[src/rtl/aud_rx_pkg.sv]
package aud_rx_pkg;
   typedef enum logic {
      CH_LEFT  = 1'b0,
      CH_RIGHT = 1'b1
   } chan_e;
endpackage

[src/rtl/aud_rx_edge.sv]
// Samples the serial lines and forms the channel-change pulse.
module aud_rx_edge
   import aud_rx_pkg::*;
(
   input  logic  clk,
   input  logic  rst_n,
   input  logic  ws,
   input  logic  sd,
   output logic  sd_q,
   output logic  chg,
   output chan_e ended_ch
);
   logic ws_q;
   logic ws_dly;
   logic primed;

   // On the first edge after reset, the delayed copy is loaded from the line
   // itself, so a line already high does not look like a change.
   always_ff @(posedge clk or negedge rst_n) begin
      if (!rst_n) begin
         sd_q   <= 1'b0;
         ws_q   <= 1'b0;
         ws_dly <= 1'b0;
         primed <= 1'b0;
      end else begin
         sd_q   <= sd;
         ws_q   <= ws;
         ws_dly <= primed ? ws_q : ws;
         primed <= 1'b1;
      end
   end

   assign chg      = ws_q ^ ws_dly;
   assign ended_ch = chan_e'(ws_dly);

   // the delayed level seen after a change is the level sampled before it
   p_ended_level_r3: assert property (@(posedge clk) disable iff (!rst_n)
      chg |=> (ws_dly == $past(ws_q)));
endmodule

[src/rtl/aud_rx_ptr.sv]
// Bit-position pointer: one-hot walker or counter plus decoder.
module aud_rx_ptr #(
   parameter int WORD_W     = 16,
   parameter bit PTR_ONEHOT = 1'b1
) (
   input  logic              clk,
   input  logic              rst_n,
   input  logic              chg,
   output logic [WORD_W-1:0] sel
);
   localparam logic [WORD_W-1:0] MSB_HOT = {1'b1, {(WORD_W-1){1'b0}}};

   generate
      if (WORD_W < 2) begin : g_bad_width
         $error("aud_rx_ptr: WORD_W must be at least 2");
      end

      if (PTR_ONEHOT) begin : g_onehot
         logic [WORD_W-1:0] hot;
         // The reload on a change takes priority over the shift.
         always_ff @(posedge clk or negedge rst_n) begin
            if (!rst_n)   hot <= '0;
            else if (chg) hot <= MSB_HOT;
            else          hot <= hot >> 1;
         end
         assign sel = hot;
      end else begin : g_counter
         localparam int CNT_W = $clog2(WORD_W + 1);
         localparam logic [CNT_W-1:0] IDLE = CNT_W'(WORD_W);
         logic [CNT_W-1:0] cnt;
         always_ff @(posedge clk or negedge rst_n) begin
            if (!rst_n)           cnt <= IDLE;
            else if (chg)         cnt <= '0;
            else if (cnt != IDLE) cnt <= cnt + 1'b1;
         end
         for (genvar g = 0; g < WORD_W; g++) begin : g_dec
            assign sel[g] = (cnt == CNT_W'(WORD_W - 1 - g));
         end
      end
   endgenerate

   // never more than one position enabled
   p_sel_onehot_r2: assert property (@(posedge clk) disable iff (!rst_n)
      $onehot0(sel));
   // a change points the next bit at the MSB
   p_sel_msb_r2: assert property (@(posedge clk) disable iff (!rst_n)
      chg |=> (sel == MSB_HOT));
   // the enable walks one position lower per bit
   p_sel_walk_r2: assert property (@(posedge clk) disable iff (!rst_n)
      (!chg && sel != '0) |=> (sel == ($past(sel) >> 1)));
   // after the LSB the pointer stays idle until the next change
   p_sel_park_r4: assert property (@(posedge clk) disable iff (!rst_n)
      (!chg && sel == '0) |=> (sel == '0));
endmodule

[src/rtl/aud_rx_cap.sv]
// Capture register and left/right output registers.
module aud_rx_cap
   import aud_rx_pkg::*;
#(
   parameter int WORD_W = 16
) (
   input  logic              clk,
   input  logic              rst_n,
   input  logic              chg,
   input  chan_e             ended_ch,
   input  logic              sd_q,
   input  logic [WORD_W-1:0] sel,
   output logic [WORD_W-1:0] left_word,
   output logic [WORD_W-1:0] right_word,
   output logic              valid,
   output logic              valid_right
);
   logic [WORD_W-1:0] cap;
   logic [WORD_W-1:0] merged;
   logic              armed;

   // The sample at the pointer joins the word, including the final bit that
   // arrives together with the change.
   assign merged = cap | (sd_q ? sel : '0);

   always_ff @(posedge clk or negedge rst_n) begin
      if (!rst_n) begin
         cap         <= '0;
         armed       <= 1'b0;
         valid       <= 1'b0;
         valid_right <= 1'b0;
         left_word   <= '0;
         right_word  <= '0;
      end else begin
         valid <= 1'b0;
         if (chg) begin
            cap   <= '0;
            armed <= 1'b1;
            if (armed) begin
               valid       <= 1'b1;
               valid_right <= (ended_ch == CH_RIGHT);
               if (ended_ch == CH_RIGHT) right_word <= merged;
               else                      left_word  <= merged;
            end
         end else begin
            cap <= merged;
         end
      end
   end

   // capture starts empty after every change
   p_cap_clear_r8: assert property (@(posedge clk) disable iff (!rst_n)
      chg |=> (cap == '0));
   // no strobe without a change the cycle before
   p_valid_cause_r6: assert property (@(posedge clk) disable iff (!rst_n)
      !chg |=> !valid);
   // a right commit leaves the left word alone
   p_left_hold_r6: assert property (@(posedge clk) disable iff (!rst_n)
      (chg && ended_ch == CH_RIGHT) |=> $stable(left_word));
   // a left commit leaves the right word alone
   p_right_hold_r6: assert property (@(posedge clk) disable iff (!rst_n)
      (chg && ended_ch == CH_LEFT) |=> $stable(right_word));
endmodule

[src/rtl/aud_rx_deser.sv]
module aud_rx_deser
   import aud_rx_pkg::*;
#(
   parameter int WORD_W     = 16,
   parameter bit PTR_ONEHOT = 1'b1
) (
   input  logic              sck,
   input  logic              rst_n,
   input  logic              ws_in,
   input  logic              sd_in,
   output logic [WORD_W-1:0] left_word,
   output logic [WORD_W-1:0] right_word,
   output logic              word_valid,
   output logic              word_is_right
);
   logic              sd_q;
   logic              chg;
   chan_e             ended_ch;
   logic [WORD_W-1:0] sel;

   aud_rx_edge u_edge (
      .clk      (sck),
      .rst_n    (rst_n),
      .ws       (ws_in),
      .sd       (sd_in),
      .sd_q     (sd_q),
      .chg      (chg),
      .ended_ch (ended_ch)
   );

   aud_rx_ptr #(.WORD_W(WORD_W), .PTR_ONEHOT(PTR_ONEHOT)) u_ptr (
      .clk   (sck),
      .rst_n (rst_n),
      .chg   (chg),
      .sel   (sel)
   );

   aud_rx_cap #(.WORD_W(WORD_W)) u_cap (
      .clk         (sck),
      .rst_n       (rst_n),
      .chg         (chg),
      .ended_ch    (ended_ch),
      .sd_q        (sd_q),
      .sel         (sel),
      .left_word   (left_word),
      .right_word  (right_word),
      .valid       (word_valid),
      .valid_right (word_is_right)
   );

   // outputs come out of reset cleared
   p_reset_clear_r1: assert property (@(posedge sck)
      $rose(rst_n) |-> (left_word == '0 && right_word == '0 && !word_valid));
endmodule

[config.mk]
export PLATFORM = sky130hd
export DESIGN_NAME = aud_rx_deser
export DESIGN_NICKNAME = d
export VERILOG_FILES = /design/src/rtl/aud_rx_pkg.sv /design/src/rtl/aud_rx_edge.sv /design/src/rtl/aud_rx_ptr.sv /design/src/rtl/aud_rx_cap.sv /design/src/rtl/aud_rx_deser.sv
export SDC_FILE = /design/constraint.sdc
export NUM_CORES = 1
export LEC_CHECK = 0
export ABC_AREA = 1
export CAP_MARGIN = 20
export CELL_PAD_IN_SITES_DETAIL_PLACEMENT = 1
export CELL_PAD_IN_SITES_GLOBAL_PLACEMENT = 2
export CORE_ASPECT_RATIO = 1.25
export CORE_UTILIZATION = 38
export CTS_CLUSTER_DIAMETER = 30
export DETAILED_ROUTE_END_ITERATION = 8
export DONT_BUFFER_PORTS = 1
export PLACE_DENSITY_LB_ADDON = 0.08
export SKIP_CTS_REPAIR_TIMING = 1
export SYNTH_ARGS = -nofsm -noshare
export SYNTH_HDL_FRONTEND = slang
export SYNTH_HIERARCHICAL = 1
export SYNTH_SLANG_ARGS = --single-unit
[constraint.sdc]
create_clock -name sck -period 2 [get_ports sck]
set_input_delay 0.3 -clock sck [delete_from_list [all_inputs] [get_ports sck]]
set_output_delay 0.3 -clock sck [all_outputs]
set_load 0.02 [all_outputs]
# [Word-level counts from Yosys, hierarchy flattened]
# Cells that the tools add are included.
[totals] regBits=71 input_bits=4 out_inout_bits=34 elab_cells=23
[classes] mux=6 bitwise_logic=3 n_reduce_logical=3
[op_table] operator="16-bit two-way mux" n=3
[op_table] operator="16-bit bitwise OR" n=1
[op_table] operator="3-bit AND reduction" n=2
[op_table] operator="1-bit two-way mux" n=3
[op_table] operator="2-bit AND reduction" n=1
[op_table] operator="1-bit NOT" n=1
[op_table] operator="1-bit bitwise XOR" n=1

# [Longest topological paths before layout]
[depth] ltp_word=3 mapped_depth=8

# [Hierarchy]
# The synthesis kept the hierarchy.
[by_module_without_submodules] mod="aud_rx_cap" instances=1 cells_per_inst=229 area_each_um2=2037.0 seq_area_each_um2=1276.2
[by_module_without_submodules] mod="aud_rx_ptr" instances=1 cells_per_inst=47 area_each_um2=524.3 seq_area_each_um2=400.4
[by_module_without_submodules] mod="aud_rx_edge" instances=1 cells_per_inst=14 area_each_um2=137.6 seq_area_each_um2=100.1

# [Least setup slack after synthesis]
# No wires, ideal clock.
[synth_timing] kind="register to register" startpoint="reg u_edge.ws_dly, in the netlist u_edge/ended_ch" endpoint="reg u_cap.right_word[10]" setup_ns=0.116 t_arrival_ns=1.389 slack_ns=0.495 stages_incl_launch_ff=9 path_buffers=2 synth_period_minus_slack_ns=1.505 path_cell_list="dfrtp_1 > inv_1 > nand2_1 > nand2_1 > buf_4 > nand3_2 > buf_4 > nand2_1 > nand2_1"
[synth_between] elab_chain_cells=2
[synth_rtl] element="start, declared" line="aud_rx_edge.sv:14" source="logic ws_dly;"
[synth_rtl] element="start signal, assigned" line="aud_rx_edge.sv:28" source="ws_dly <= primed ? ws_q : ws;"
[synth_rtl] element="1-bit bitwise XOR" line="aud_rx_edge.sv:33" source="assign chg = ws_q ^ ws_dly;"
[synth_rtl] element="named net chg" line="aud_rx_deser.sv:17" source="logic chg;"
[synth_rtl] element="3-bit AND reduction (no line)"
[synth_rtl] element="end signal, assigned" line="aud_rx_cap.sv:42" source="if (ended_ch == CH_RIGHT) right_word <= merged;"
[synth_rtl] element="end, declared" line="aud_rx_cap.sv:14" source="output logic [WORD_W-1:0] right_word,"
# The timed path passes the listed nets, and every way through them passes these cells.
# A chain may end at the register's enable or synchronous reset.

# [Worst setup path in the final report]
[layout_timing] startpoint="reg u_edge.ws_dly, in the netlist u_edge/ended_ch" endpoint="reg u_cap.left_word[8]"
[layout_between] elab_chain_cells=2 elab_cells_between_ends=3 classes_between="bitwise: 2; reduce/logical: 1"
[layout_rtl] element="1-bit bitwise XOR" line="aud_rx_edge.sv:33"
[layout_rtl] element="named net chg" line="aud_rx_deser.sv:17"
[layout_rtl] element="3-bit AND reduction (no line)"
[layout_rtl] element="end signal, assigned" line="aud_rx_cap.sv:43" source="else left_word <= merged;"
[layout_rtl] element="end, declared" line="aud_rx_cap.sv:13" source="output logic [WORD_W-1:0] left_word,"
# The timed path passes the listed nets, and every way through them passes these cells.

==> results.yml <==
run_status:
  status: "finished clean"
detailed_routing:
  drt-initial-drc-count: 96
  ant_nets: 0
  first_pass_iters: 3
  via_count: 1740
  wirelength_mm: 5.40
  wire_per_inst_um: 13.7
  viasPerCell: 4.43
  drcViolationCount: 0
pwr:
  p_comb_share_pct: 6.9
  peakVddDrop_v: 0.000424
  pwr-share-seq_pct: 57.0
  leakage_nw: 1.64
  power_density_mw_per_mm2: 946
  p_int_w: 0.00207
  power_switching_share_pct: 26.9
  p_sw_w: 0.000760
  total_power_w: 0.00283
  clkPwrFrac_pct: 36.1
global_route:
  grt_max_degree: 72
  grtUsageMet2_pct: 21.4
  antenna_found_initial: 0
  met3_usage_pct: 4.36
  grtUsageTotal_pct: 16.2
  grt_pass1_vias: 1710
  grt_use_met1_pct: 23.2
  grt_pass1_wl_mm: 8.98
  grt_overflow: 0
  top_usage_layer: "met1"
logic_synthesis:
  yosys.cell_types.count: 15
  synth.area.top_cells: "dfrtp_1 66%, nand2_1 19%, inv_1 5.0%"
  netlist.area_leader.share_pct: 65.8
  synth_area_per_cell_um2: 9.31
  netlist_area_mm2: 0.00270
  syn_inst: 290
  synth_area_leader_cell: "dfrtp_1"
  synth_nets: 294
  ys_ff_latch: 71
  yosysSeqAreaShare_pct: 65.8
  yosysWarnings: 6
die:
  die_area_mm2: 0.00745
  core_area_mm2: 0.00693
  ioPinCount: 38
  die_w_um: 77.4
  rows: 34
  initial_utilization_pct: 38.9
  die_h_um: 96.2
place:
  gp_congestion: 0.670
  portBuffers: 0
  dpl_cell_area_mm2: 0.00276
  hpwl_mm: 3.48
layout:
  num-fill-cells: 829
  areaGrowthSynthToFinish_pct: 10.8
  drive_gt1_share_pct: 7.92
  utilization_pct: 43.1
  final_net_count: 302
  stdcell_area_mm2: 0.00299
  antenna_cells: 0
  final_common_cell: "nand2_1"
  final_cell_mix: "136 x nand2_1, 71 x dfrtp_1, 36 x inv_1, 16 x a21oi_1, 15 x nor2_1"
clock_tree:
  cts_root_buffer: "clkbuf_8"
  clk_pin_slew_ns: 0.07
  clock_latency_ns: 0.34
  cts_made_buffers: 9
  clk_path_buf_depth: 2
  clkSinkCount: 71
  cts_tree: "yes"
  htree_levels: 3
sta:
  tightest_slew_ns: 0.544
  finalCriticalPeriod_ns: 1.45
  fin_crit_sh_pct: 72.5
  finalSetupTns_ns: 0
  setup_viol: 0
  rsz0062_at_grt: "no"
  maxSlewViolCount: 0
  hold_slack_ns: 0.104
  fin_skew_ns: 0.00708
  fmax_mhz: 689
  relSlewSlack_pct: 63.7
  hold_viol: 0
worst_setup_path:
  critPathMaxFanout: 16
  crit_path_end_kind: "flip-flop"
  start_kind: "flip-flop"
  arrival_ns: 1.68
  path_class: "flip-flop to flip-flop"
  critPathRequiredTime_ns: 2.23
  ff2ff_setup_slack_ns: 0.55
min_path:
  hp-class: "input port to flip-flop"
flow_run:
  cap_viol_max_count: 0
## power by group through the flow
stage,Sequential (W),Clock (W),Combinational (W)
6_report,0.00161,0.00102,0.000194
3_5_place_dp,0.00164,0,0.000161
3_3_place_gp,0.00164,0,0.000159
4_1_cts,0.00161,0.00107,0.000162
2_1_floorplan,0.00162,0,0.000139
5_1_grt,0.00162,0.00112,0.000227
## through the flow
step | worst slack [ns] | instances
2_1_floorplan | 0.495 | 290
4_1_cts | 0.500 | 389
3_5_place_dp | 0.516 | 373
3_3_place_gp | 0.556 | 373
5_1_grt | 0.381 | 393
6_report | 0.549 | 393
## layout make-up
class                      instances  area, µm²  share of cell area [%]
sequential                        71       1780                    59.4
multi-input combinational        174        718                    24.0
clock buffer                      12        155                    5.19
inverter                          36        135                    4.52
tap                               90        113                    3.77
timing repair buffer               6       72.6                    2.43
clock inverter                     4       20.0                   0.669
## synthesized netlist by cell type
master and n:
buf_6 3, clkbuf_2 1, buf_4 2, or2_2 1, nand2_4 1, a21oi_1 16, inv_1 36, nand3_2 1
nand2_1 136, nor2_4 2, nor2_1 15, dfrtp_1 71, nand3_4 1, conb_1 1, buf_2 3
## state kept, by name, indices dropped and copies added, names as in the netlist
| signal | flops |
|---|---|
| u_cap/armed | 1 |
| u_cap/cap | 16 |
| u_cap/left_word | 16 |
| u_cap/right_word | 16 |
| u_cap/valid | 1 |
| u_cap/valid_right | 1 |
| u_edge/ended_ch | 1 |
| u_edge/primed | 1 |
| u_edge/sd_q | 1 |
| u_edge/ws_q | 1 |
| u_ptr/sel | 16 |
## logic make-up after synthesis
group / Yosys count / share of synthesized area [%]
and+or+nand+nor: 157 / 23.5
DFF: 71 / 65.8
buffers and inverters: 45 / 7.56
AOI/OAI and AO/OA: 16 / 2.97
other: 1 / 0.139
## worst max-delay path, stage by stage (launching register included)
cell     delay [ns]
dfrtp_1        0.45
inv_1          0.08
nand2_1        0.05
nand2_1        0.16
buf_4          0.21
nand3_4        0.21
nand2_1        0.13
nand2_1        0.06
## layer usage
| layer | wire length (µm) | vias up |
|---|---|---|
| li1 | - | 870 |
| met1 | 2780 | 829 |
| met2 | 2260 | 32 |
| met3 | 229 | 9 |
| met4 | 132 | 0 |
| met5 | 0 | - |
## path summary, 6_finish.rpt
path	start	endpoint	cells after the start
max in group asynchronous	rst_n	u_ptr/sel[10]$_DFF_PN0_	2
worst max register to register	u_edge/ended_ch$_DFF_PN0_	u_cap/left_word[8]$_DFFE_PN0P_	7
min in group asynchronous	rst_n	u_cap/right_word[13]$_DFFE_PN0P_	2
worst min-delay path	ws_in	u_edge/ended_ch$_DFF_PN0_	2
worst max-delay path	u_edge/ended_ch$_DFF_PN0_	u_cap/left_word[8]$_DFFE_PN0P_	7
worst min register to register	u_ptr/sel[12]$_DFF_PN0_	u_ptr/sel[11]$_DFF_PN0_	2
Note: power is estimated with default switching activity, not from simulation.
